==> config.mk <==
export PLATFORM = sky130hd
export DESIGN_NAME = flash_sfr_ctrl
export DESIGN_NICKNAME = d
export VERILOG_FILES = /design/src/rtl/flash_sfr_pkg.sv /design/src/rtl/flash_sfr_regs.sv /design/src/rtl/flash_erase_launch.sv /design/src/rtl/flash_sfr_ctrl.sv
export SDC_FILE = /design/constraint.sdc
export NUM_CORES = 1
export LEC_CHECK = 0
export BUFFER_PORTS_ARGS = -buffer_cell sky130_fd_sc_hd__buf_2
export CAP_MARGIN = 10
export CORE_UTILIZATION = 44
export CTS_CLUSTER_SIZE = 10
export DETAILED_ROUTE_END_ITERATION = 6
export PLACE_DENSITY_LB_ADDON = 0.1
export REMOVE_ABC_BUFFERS = 1
export SYNTH_ARGS = -nofsm -noshare
export SYNTH_HDL_FRONTEND = slang
export SYNTH_SLANG_ARGS = --single-unit
export TNS_END_PERCENT = 1
==> constraint.sdc <==
create_clock -name clk_i -period 1.7 [get_ports clk_i]
set_input_delay 0.255 -clock clk_i [delete_from_list [all_inputs] [get_ports clk_i]]
set_output_delay 0.255 -clock clk_i [all_outputs]
set_load 0.005 [all_outputs]
==> src/rtl/flash_sfr_pkg.sv <==
package flash_sfr_pkg;
  localparam int unsigned SFR_AW = 8;
  localparam int unsigned SFR_DW = 8;

  localparam logic [SFR_AW-1:0] ADDR_ERASE = 8'h94;
  localparam logic [SFR_AW-1:0] ADDR_CTRL  = 8'hB2;
  localparam logic [SFR_AW-1:0] ADDR_BANK  = 8'hB6;
  localparam logic [SFR_AW-1:0] ADDR_PAGE  = 8'hB7;

  localparam int unsigned BIT_PWE  = 0;
  localparam int unsigned BIT_MEEN = 1;
  localparam int unsigned BIT_SEC  = 6;
  localparam int unsigned BIT_PRE  = 7;

  typedef struct packed {
    logic secure;
    logic meen;
    logic pwe;
  } ctrl_t;
endpackage

==> src/rtl/flash_sfr_regs.sv <==
module flash_sfr_regs
  import flash_sfr_pkg::*;
#(
  parameter int unsigned PAGE_W = 7,
  parameter int unsigned BANK_W = 3
) (
  input  logic              clk_i,
  input  logic              rst_ni,
  input  logic              wr_i,
  input  logic [SFR_AW-1:0] addr_i,
  input  logic [SFR_DW-1:0] wdata_i,
  input  logic              blocked_i,
  input  logic              preboot_i,
  input  logic              take_mass_i,
  input  logic              take_page_i,
  output logic [SFR_DW-1:0] rdata_o,
  output logic [PAGE_W-1:0] page_o,
  output logic [BANK_W-1:0] bank_o,
  output ctrl_t             ctrl_o,
  output logic              fresh_o
);
  localparam int unsigned PAGE_PAD = SFR_DW - PAGE_W;
  localparam int unsigned BANK_PAD = SFR_DW - BANK_W;

  logic wr_ctrl, wr_bank, wr_page;
  logic unused_wdata;

  assign wr_ctrl = wr_i && (addr_i == ADDR_CTRL);
  assign wr_bank = wr_i && (addr_i == ADDR_BANK);
  assign wr_page = wr_i && (addr_i == ADDR_PAGE) && !blocked_i;
  assign unused_wdata = ^wdata_i;

  always_ff @(posedge clk_i or negedge rst_ni) begin
    if (!rst_ni) begin
      page_o  <= '0;
      fresh_o <= 1'b0;
    end else if (wr_page) begin
      page_o  <= wdata_i[PAGE_W-1:0];
      fresh_o <= 1'b1;
    end else if (take_page_i) begin
      fresh_o <= 1'b0;
    end
  end

  always_ff @(posedge clk_i or negedge rst_ni) begin
    if (!rst_ni) bank_o <= '0;
    else if (wr_bank) bank_o <= wdata_i[BANK_W-1:0];
  end

  always_ff @(posedge clk_i or negedge rst_ni) begin
    if (!rst_ni) begin
      ctrl_o <= '0;
    end else begin
      if (wr_ctrl) begin
        ctrl_o.pwe <= wdata_i[BIT_PWE];
        ctrl_o.meen <= wdata_i[BIT_MEEN];
        // set-only lock
        if (wdata_i[BIT_SEC]) ctrl_o.secure <= 1'b1;
      end else if (take_mass_i) begin
        ctrl_o.meen <= 1'b0;
      end
    end
  end

  always_comb begin
    rdata_o = '0;
    unique case (addr_i)
      ADDR_PAGE: rdata_o = {{PAGE_PAD{1'b0}}, page_o};
      ADDR_BANK: rdata_o = {{BANK_PAD{1'b0}}, bank_o};
      ADDR_CTRL: begin
        rdata_o[BIT_PWE] = ctrl_o.pwe;
        rdata_o[BIT_SEC] = ctrl_o.secure;
        rdata_o[BIT_PRE] = preboot_i;
      end
      default: rdata_o = '0;
    endcase
  end
endmodule

==> src/rtl/flash_erase_launch.sv <==
module flash_erase_launch (
  input  logic clk_i,
  input  logic rst_ni,
  input  logic trig_i,
  input  logic meen_i,
  input  logic fresh_i,
  input  logic busy_i,
  input  logic done_i,
  output logic blocked_o,
  output logic take_mass_o,
  output logic take_page_o,
  output logic mass_o,
  output logic page_o
);
  logic inflight_q;
  logic accept;

  assign blocked_o   = busy_i | inflight_q;
  assign accept      = trig_i & ~blocked_o;
  // mass erase outranks page erase
  assign take_mass_o = accept & meen_i;
  assign take_page_o = accept & ~meen_i & fresh_i;

  always_ff @(posedge clk_i or negedge rst_ni) begin
    if (!rst_ni) begin
      mass_o     <= 1'b0;
      page_o     <= 1'b0;
      inflight_q <= 1'b0;
    end else begin
      mass_o <= take_mass_o;
      page_o <= take_page_o;
      if (take_mass_o || take_page_o) inflight_q <= 1'b1;
      else if (done_i) inflight_q <= 1'b0;
    end
  end
endmodule

==> src/rtl/flash_sfr_ctrl.sv <==
module flash_sfr_ctrl
  import flash_sfr_pkg::*;
#(
  parameter int unsigned PAGE_W = 7,
  parameter int unsigned BANK_W = 3
) (
  input  logic              clk_i,
  input  logic              rst_ni,
  input  logic              sfr_wr_i,
  input  logic [SFR_AW-1:0] sfr_addr_i,
  input  logic [SFR_DW-1:0] sfr_wdata_i,
  output logic [SFR_DW-1:0] sfr_rdata_o,
  input  logic              preboot_i,
  input  logic              fl_busy_i,
  input  logic              fl_done_i,
  output logic              mass_erase_o,
  output logic              page_erase_o,
  output logic [PAGE_W-1:0] erase_page_o,
  output logic [BANK_W-1:0] bank_o,
  output logic              prog_wr_en_o,
  output logic              secure_o
);
  ctrl_t ctrl;
  logic  blocked, take_mass, take_page, fresh, trig;

  assign trig = sfr_wr_i && (sfr_addr_i == ADDR_ERASE);

  flash_sfr_regs #(.PAGE_W(PAGE_W), .BANK_W(BANK_W)) u_regs (
    .clk_i       (clk_i),
    .rst_ni      (rst_ni),
    .wr_i        (sfr_wr_i),
    .addr_i      (sfr_addr_i),
    .wdata_i     (sfr_wdata_i),
    .blocked_i   (blocked),
    .preboot_i   (preboot_i),
    .take_mass_i (take_mass),
    .take_page_i (take_page),
    .rdata_o     (sfr_rdata_o),
    .page_o      (erase_page_o),
    .bank_o      (bank_o),
    .ctrl_o      (ctrl),
    .fresh_o     (fresh)
  );

  flash_erase_launch u_launch (
    .clk_i       (clk_i),
    .rst_ni      (rst_ni),
    .trig_i      (trig),
    .meen_i      (ctrl.meen),
    .fresh_i     (fresh),
    .busy_i      (fl_busy_i),
    .done_i      (fl_done_i),
    .blocked_o   (blocked),
    .take_mass_o (take_mass),
    .take_page_o (take_page),
    .mass_o      (mass_erase_o),
    .page_o      (page_erase_o)
  );

  assign prog_wr_en_o = ctrl.pwe;
  assign secure_o     = ctrl.secure;
endmodule

==> metrics.yaml, run 1 <==
status:
  status: "completed"
clock_network:
  clkLatencyLatePin_ns: 0.29
  cts_inserted_buffers: 3
  clk_pin_slew_ns: 0.09
  cts_hold_buffers: 1
  cts_resized: 0
  tritoncts: "done"
  cts_max_level: 1
  clock-sinks: 17
  cts_setup_buffers: 0
  root_buffer: "clkbuf_4"
  clockBufferDepth: 2
global_routing:
  overflow: 0
  grt_use_total_pct: 18.92
  grt_max_degree: 18
  antenna_found_initial: 0
  grt_pass1_wl_mm: 2.787
  grt_pass1_vias: 653
critical_path:
  cp_slowest_cell: "nor4_1"
  path_class: "input pin to output port"
  r2r-start: "u_launch.inflight_q"
  critPathMaxFanout: 5
  end_kind: "output port"
  cpMostUsedCell: "buf_2"
  cp_slowest_stage_delay_ns: 0.35
  r2r_cells: 4
  r2r-end: "u_regs.page_o[4]"
  start_kind: "input pin"
  path_cells: "buf_2 > nand4bb_4 > nor4_1 > buf_4 > a22o_1 > buf_2"
  cp_data_required_time_ns: 1.44
  rrSetupSlack_ns: 0.21
  critical_path_arrival_ns: 1.39
timing:
  fmax_ghz: 0.6077
  worst_slew_pin_slew_ns: 0.5416
  worst_slack_ns: 0.05454
  hold_slack_ns: 0.1453
  hold_viol_final: 0
  finalSetupTns_ns: 0
  max_slew_margin_pct: 63.38
  setup_viol: 0
  drv_slew: 0
  layout_min_cycle_time_ns: 1.645
  rsz0062_at_grt: "false"
  clock-skew-final_ns: 0.006886
  final.period_utilization_pct: 96.79
placed_design:
  dpl_worst_slack_ns: 0.07220
  port_buffers: 42
  dp_hpwl_mm: 1.458
  placed_area_um2: 1137
  gp_congestion: 0.7204
synth:
  ys_types: 26
  yosysWarnings: 0
  synth_area_per_cell_um2: 13.00
  synth_top_family_by_area: "simple AND/OR/NAND/NOR gates"
  synth-xor-area-share_pct: 0
  synth_compound_area_share_pct: 7.580
  synth_area_um2: 858.3
  synthCells: 66
  synthMuxAreaShare_pct: 16.62
  ys_seq_elements: 17
  seq_area_frac_synth_pct: 49.56
  synth_fa_ha_area_share_pct: 0
  yosys.area_share.simple_pct: 24.05
routing:
  remaining_drc_errors: 0
  num_vias: 729
  viasPerCell: 5.098
  wl_mm: 1.810
  postRouteAntennaNets: 0
  drtIter0Drc: 8
  drt-wirelength-per-cell_um: 12.66
  first_pass_iters: 4
final_layout:
  utilization_pct: 65.89
  diodes: 0
  drive_above_1_share_pct: 59.32
  area_delta_synth_final_pct: 36.88
  final_cell_area_um2: 1175
  nets: 141
power_and_ir_drop:
  swShare_pct: 23.84
  p_per_area_nw_per_um2: 620.5
  ir_drop_v: 0.0005935
  cell_internal_pwr_w: 0.0005552
  pwr-share-comb_pct: 12.9
  power.leakage_nw: 0.6736
  p_seq_share_pct: 58.5
  switchingPower_w: 0.0001738
  clock_power_share_pct: 28.6
min_path:
  hp-start: "fl_done_i"
  hold_depth: 2
  hp-class: "input pin to flip-flop"
  hold-path-endpoint: "u_launch.inflight_q"
floorplanning:
  coreArea_um2: 1783
  die_h_um: 46.17
  initial_core_util_pct: 48.14
  design.die.area_um2: 2131
  dieWidth_um: 46.17
  rows: 15
  io_pins: 44
flow_run:
  maxCapViolCount: 0
==> Yosys cell counts <==
cell       count  area, um^2
dfrtp_1       17       425.4
mux2_2        10       112.6
nor2_1         6       22.52
inv_1          5       18.77
and2_1         4       25.02
a22o_1         3       26.28
mux2_4         2       30.03
a21o_1         1       7.510
a221o_1        1       10.01
a31o_2         1       8.760
a31oi_1        1       6.260
and4bb_2       1       12.51
nand2_1        1       3.750
nand3_1        1       5.000
nand4_1        1       6.260
nand4b_1       1       8.760
nand4b_4       1       23.77
nand4bb_4      1       27.53
nor3_1         1       5.000
nor3b_2        1       12.51
nor3b_4        1       18.77
nor4_1         1       6.260
nor4b_1        1       8.760
o22ai_1        1       6.260
or3_1          1       6.260
or4b_4         1       13.76
==> worst max path at each step <==
| stage | from | end | slack (ns) | cells past startpoint |
|---|---|---|---|---|
| floorplan | u_launch.inflight_q | u_regs.page_o[0] | 0.23 | 3 |
| global placement | sfr_addr_i[0] | sfr_rdata_o[6] | 0.08 | 6 |
| detailed placement | sfr_addr_i[0] | sfr_rdata_o[6] | 0.07 | 6 |
| CTS | sfr_addr_i[0] | sfr_rdata_o[6] | 0.06 | 6 |
| global route | sfr_addr_i[0] | sfr_rdata_o[6] | 0.008 | 6 |
| finish | sfr_addr_i[0] | sfr_rdata_o[6] | 0.05 | 6 |
==> placed cells by master, fill, tap and decap left out, drive strengths merged, types with 2 or more instances in the layout <==
| master | count |
|---|---|
| nor2 | 6 |
| clkbuf | 3 |
| a22o | 3 |
| nand4b | 2 |
| nor3b | 2 |
| buf | 47 |
| inv | 5 |
| and2 | 4 |
| mux2 | 12 |
| dfrtp | 17 |
==> registers in the layout, indices dropped and copies added (netlist names) <==
register	count
u_regs.fresh_o	1
u_regs.page_o	7
u_launch.mass_o	1
u_launch.inflight_q	1
u_regs.bank_o	3
u_launch.page_o	1
u_regs.ctrl_o	3
==> power groups by stage <==
stage          sequential, W  combinational (W)  clock (W)
5_1_grt             0.000429           0.000105   0.000235
6_report            0.000427          0.0000939   0.000209
4_1_cts             0.000427          0.0000955   0.000217
3_3_place_gp        0.000434          0.0000896          0
3_5_place_dp        0.000435          0.0000935          0
2_1_floorplan       0.000435          0.0000342          0
==> final cells by class <==
class                      count  area [um^2]
timing repair buffer          48        257.7
clock buffer                   3        22.52
sequential                    17        425.4
tap                           25        31.28
clock inverter                 1        5.005
multi-input combinational     44        414.1
inverter                       5        18.77
fill                         153        608.1
==> worst max-delay path: cells and delay by family <==
kind            cells  cell delay [ns]
simple gates        2             0.60
buf+inv             3             0.41
compound gates      1             0.12
==> metrics by stage <==
step / instances / total power, W
after CTS: 143 / 0.0007395
final: 143 / 0.0007290
after global placement: 138 / 0.0005234
after floorplan: 66 / 0.0004688
after detailed placement: 138 / 0.0005283
after global routing: 143 / 0.0007678
==> kinds of logic after synthesis <==
logic type / count (synthesis)
AOI/OAI and AO/OA: 8
and+or+nand+nor: 24
muxes: 12
DFF: 17
buffers and inverters: 5
==> layer usage <==
layer | wire length (um) | GRT usage (%) | vias up
li1 | - | - | 352
met1 | 777 | 20.92 | 348
met2 | 928 | 33.52 | 27
met3 | 92 | 6.667 | 2
met4 | 12 | 5.882 | 0
met5 | 0 | 0 | -
Power figures use the tool's default switching activity.
==> run 2, diff against run 1 <==
==> constraint.sdc (replaced) <==
create_clock -name clk_i -period 1.7 [get_ports clk_i]
set_input_delay 0.085 -clock clk_i [delete_from_list [all_inputs] [get_ports clk_i]]
set_output_delay 0.085 -clock clk_i [all_outputs]
set_load 0.005 [all_outputs]
==> run 2 against run 1 <==
Net effect:
- via count is 5.8% lower
- combinational power is 1% lower
- clock power is 2% higher
- critical endpoint is now u_regs.page_o[1]
==> metrics.yaml, run 2 (same netlist as run 1, synthesis figures left out) <==
status:
  status: "completed"
clock_network:
  root_buffer: "clkbuf_4"
  cts_max_level: 1  # unchanged
  cts_setup_buffers: 0  # unchanged
  clockBufferDepth: 2  # unchanged
  clock-sinks: 17  # unchanged
  clkLatencyLatePin_ns: 0.28  # about the same
  cts_inserted_buffers: 3  # unchanged
  clk_pin_slew_ns: 0.10  # about the same
  tritoncts: "done"
power_and_ir_drop:
  clock_power_share_pct: 29.1  # +0.5 points
  ir_drop_v: 0.0003779  # -36%
  power.leakage_nw: 0.6672  # -0.95%
  report.power.total_w: 0.0007324  # +0.46%
  pwr-share-comb_pct: 12.6  # -0.3 points
  p_per_area_nw_per_um2: 626.0  # +0.89%
  p_seq_share_pct: 58.2  # -0.3 points
  cell_internal_pwr_w: 0.0005551  # about the same
  swShare_pct: 24.21  # +0.37 points
  switchingPower_w: 0.0001773  # +2.0%
final_layout:
  largestRegisters: "u_regs.page_o (7), u_regs.bank_o (3), u_regs.ctrl_o (3)"
  finalNonFillerCells: 142  # -0.70%
  diodes: 0  # unchanged
  layout_commonest_cell: "buf_2"
  top_register: "u_regs.page_o"
  largest_reg_flops: 7  # unchanged
  nets: 140  # -0.71%
  final_cell_mix: "buf_2 (42), dfrtp_1 (17), mux2_2 (10), nor2_1 (6), inv_1 (5)"
  final_cell_area_um2: 1170  # -0.43%
  area_delta_synth_final_pct: 36.30
  drive_above_1_share_pct: 58.12  # -1.2 points
min_path:
  hold_depth: 2  # unchanged
  hp-start: "sfr_wdata_i[5]"
  hp-class: "input pin to flip-flop"
  hold-path-endpoint: "u_regs.page_o[5]"
global_routing:
  gr-usage-met1_pct: 25.37  # +4.4 points
  grt_max_degree: 18  # unchanged
  grt_pass1_wl_mm: 2.856  # +2.5%
  antenna_found_initial: 0  # unchanged
  grt_use_total_pct: 18.92  # about the same
  grt_pass1_vias: 679  # +4.0%
  use_met2_pct: 30.99  # -2.5 points
  overflow: 0  # unchanged
  top_usage_layer: "met2"
  use_met3_pct: 2.353  # -4.3 points
timing:
  worst_slew_pin_slew_ns: 0.5536  # +0.01196 ns
  clock-skew-final_ns: 0.005900  # -0.0009863 ns
  setup_viol: 0  # unchanged
  layout_min_cycle_time_ns: 1.561  # -0.08404 ns
  max_slew_margin_pct: 62.57  # -0.81 points
  final.period_utilization_pct: 91.85  # -4.9 points
  hold_viol_final: 0  # unchanged
  finalSetupTns_ns: 0  # unchanged
  drv_slew: 0  # unchanged
  rsz0062_at_grt: "false"
  fmax_ghz: 0.6404  # +5.4%
  worst_slack_ns: 0.1386  # +0.08405 ns
placed_design:
  dp.cells: 136  # -1.4%
  dp_hpwl_mm: 1.366  # -6.4%
  gp_congestion: 0.7236  # +0.44%
  port_buffers: 42  # unchanged
  dpl_worst_slack_ns: 0.1447  # +0.07253 ns
  placed_area_um2: 1122  # -1.3%
floorplanning:
  die_h_um: 46.17  # unchanged
  coreArea_um2: 1783  # unchanged
  io_pins: 44  # unchanged
  rows: 15  # unchanged
  design.die.area_um2: 2131  # unchanged
  initial_core_util_pct: 48.14  # unchanged
  dieWidth_um: 46.17  # unchanged
critical_path:
  start_kind: "flip-flop"
  r2r-end: "u_regs.page_o[1]"
  end_kind: "flip-flop"
  rrSetupSlack_ns: 0.14  # -0.07 ns
  cp_data_required_time_ns: 1.88  # +0.44 ns
  critical_path_arrival_ns: 1.74  # +0.35 ns
  critPathMaxFanout: 8  # +3
  r2r_cells: 4  # unchanged
  r2r-start: "u_launch.inflight_q"
  path_class: "flip-flop to flip-flop"
routing:
  remaining_drc_errors: 0  # unchanged
  postRouteAntennaNets: 0  # unchanged
  wl_mm: 1.766  # -2.4%
  viasPerCell: 4.838  # -5.1%
  drt-wirelength-per-cell_um: 12.44  # -1.7%
  drtIter0Drc: 3  # -5
  first_pass_iters: 4  # unchanged
  num_vias: 687  # -5.8%
flow_run:
  maxCapViolCount: 0  # unchanged
-- run 2: cell types whose count changed in the layout (fill, tap and decap cells not counted), sizes merged --
cell,previous run,this run
buf,47,45
dlygate4sd3,1,2
-- run 2: how the worst max path moves through the flow --
stage	end	depth (start not counted)	startpoint	slack, ns
global route	u_regs.page_o[0]	4	u_launch.inflight_q	0.07
finish	u_regs.page_o[1]	4	u_launch.inflight_q	0.14
CTS	u_regs.page_o[0]	4	u_launch.inflight_q	0.12
global placement	u_regs.page_o[5]	4	u_launch.inflight_q	0.19
floorplan	u_regs.page_o[0]	3	u_launch.inflight_q	0.23
detailed placement	u_regs.page_o[1]	4	u_launch.inflight_q	0.14
-- run 2: layout make-up --
cell class	count	area [um^2]
Timing Repair Buffer	47	252.7
Clock buffer	3	22.52
Fill cell	157	613.1
Multi-Input combinational cell	44	414.1
Inverter	5	18.77
Sequential cell	17	425.4
Tap cell	25	31.28
Clock inverter	1	5.005
-- run 2: critical path: stages, from the launching register on --
cell and delay [ns]:
dfrtp_1 0.40, nor3b_2 0.29, nor3b_4 0.22, buf_4 0.19
mux2_2 0.35
-- run 2: power groups by stage --
stage | combinational, W | sequential, W | clock, W
4_1_cts | 0.0000942 | 0.000427 | 0.000224
2_1_floorplan | 0.0000342 | 0.000435 | 0
5_1_grt | 0.000104 | 0.000428 | 0.000233
6_report | 0.0000925 | 0.000427 | 0.000213
3_5_place_dp | 0.0000903 | 0.000434 | 0
3_3_place_gp | 0.0000878 | 0.000434 | 0
-- run 2: metal layers --
| metal | part of all wire (%) | up-vias | wire, um |
|---|---|---|---|
| met3 | 3.8 | 2 | 67 |
| met5 | 0 | - | 0 |
| met1 | 47 | 316 | 832 |
| li1 | - | 348 | - |
| met2 | 49 | 21 | 859 |
| met4 | 0.34 | 0 | 6 |
-- run 2: through the flow --
stage	utilization, %	hold WS (ns)
5_1_grt	65.61	0.01283
4_1_cts	65.61	0.007850
3_5_place_dp	62.95	0.02983
2_1_floorplan	-	-0.2106
3_3_place_gp	62.95	0.02307
6_report	65.61	0.02059
-- run 2: timing repair --
item / CTS / global route
resized for setup: 0 / 0
hold buffers: 2 / 0
endpoints found under the hold margin: 18 / 0
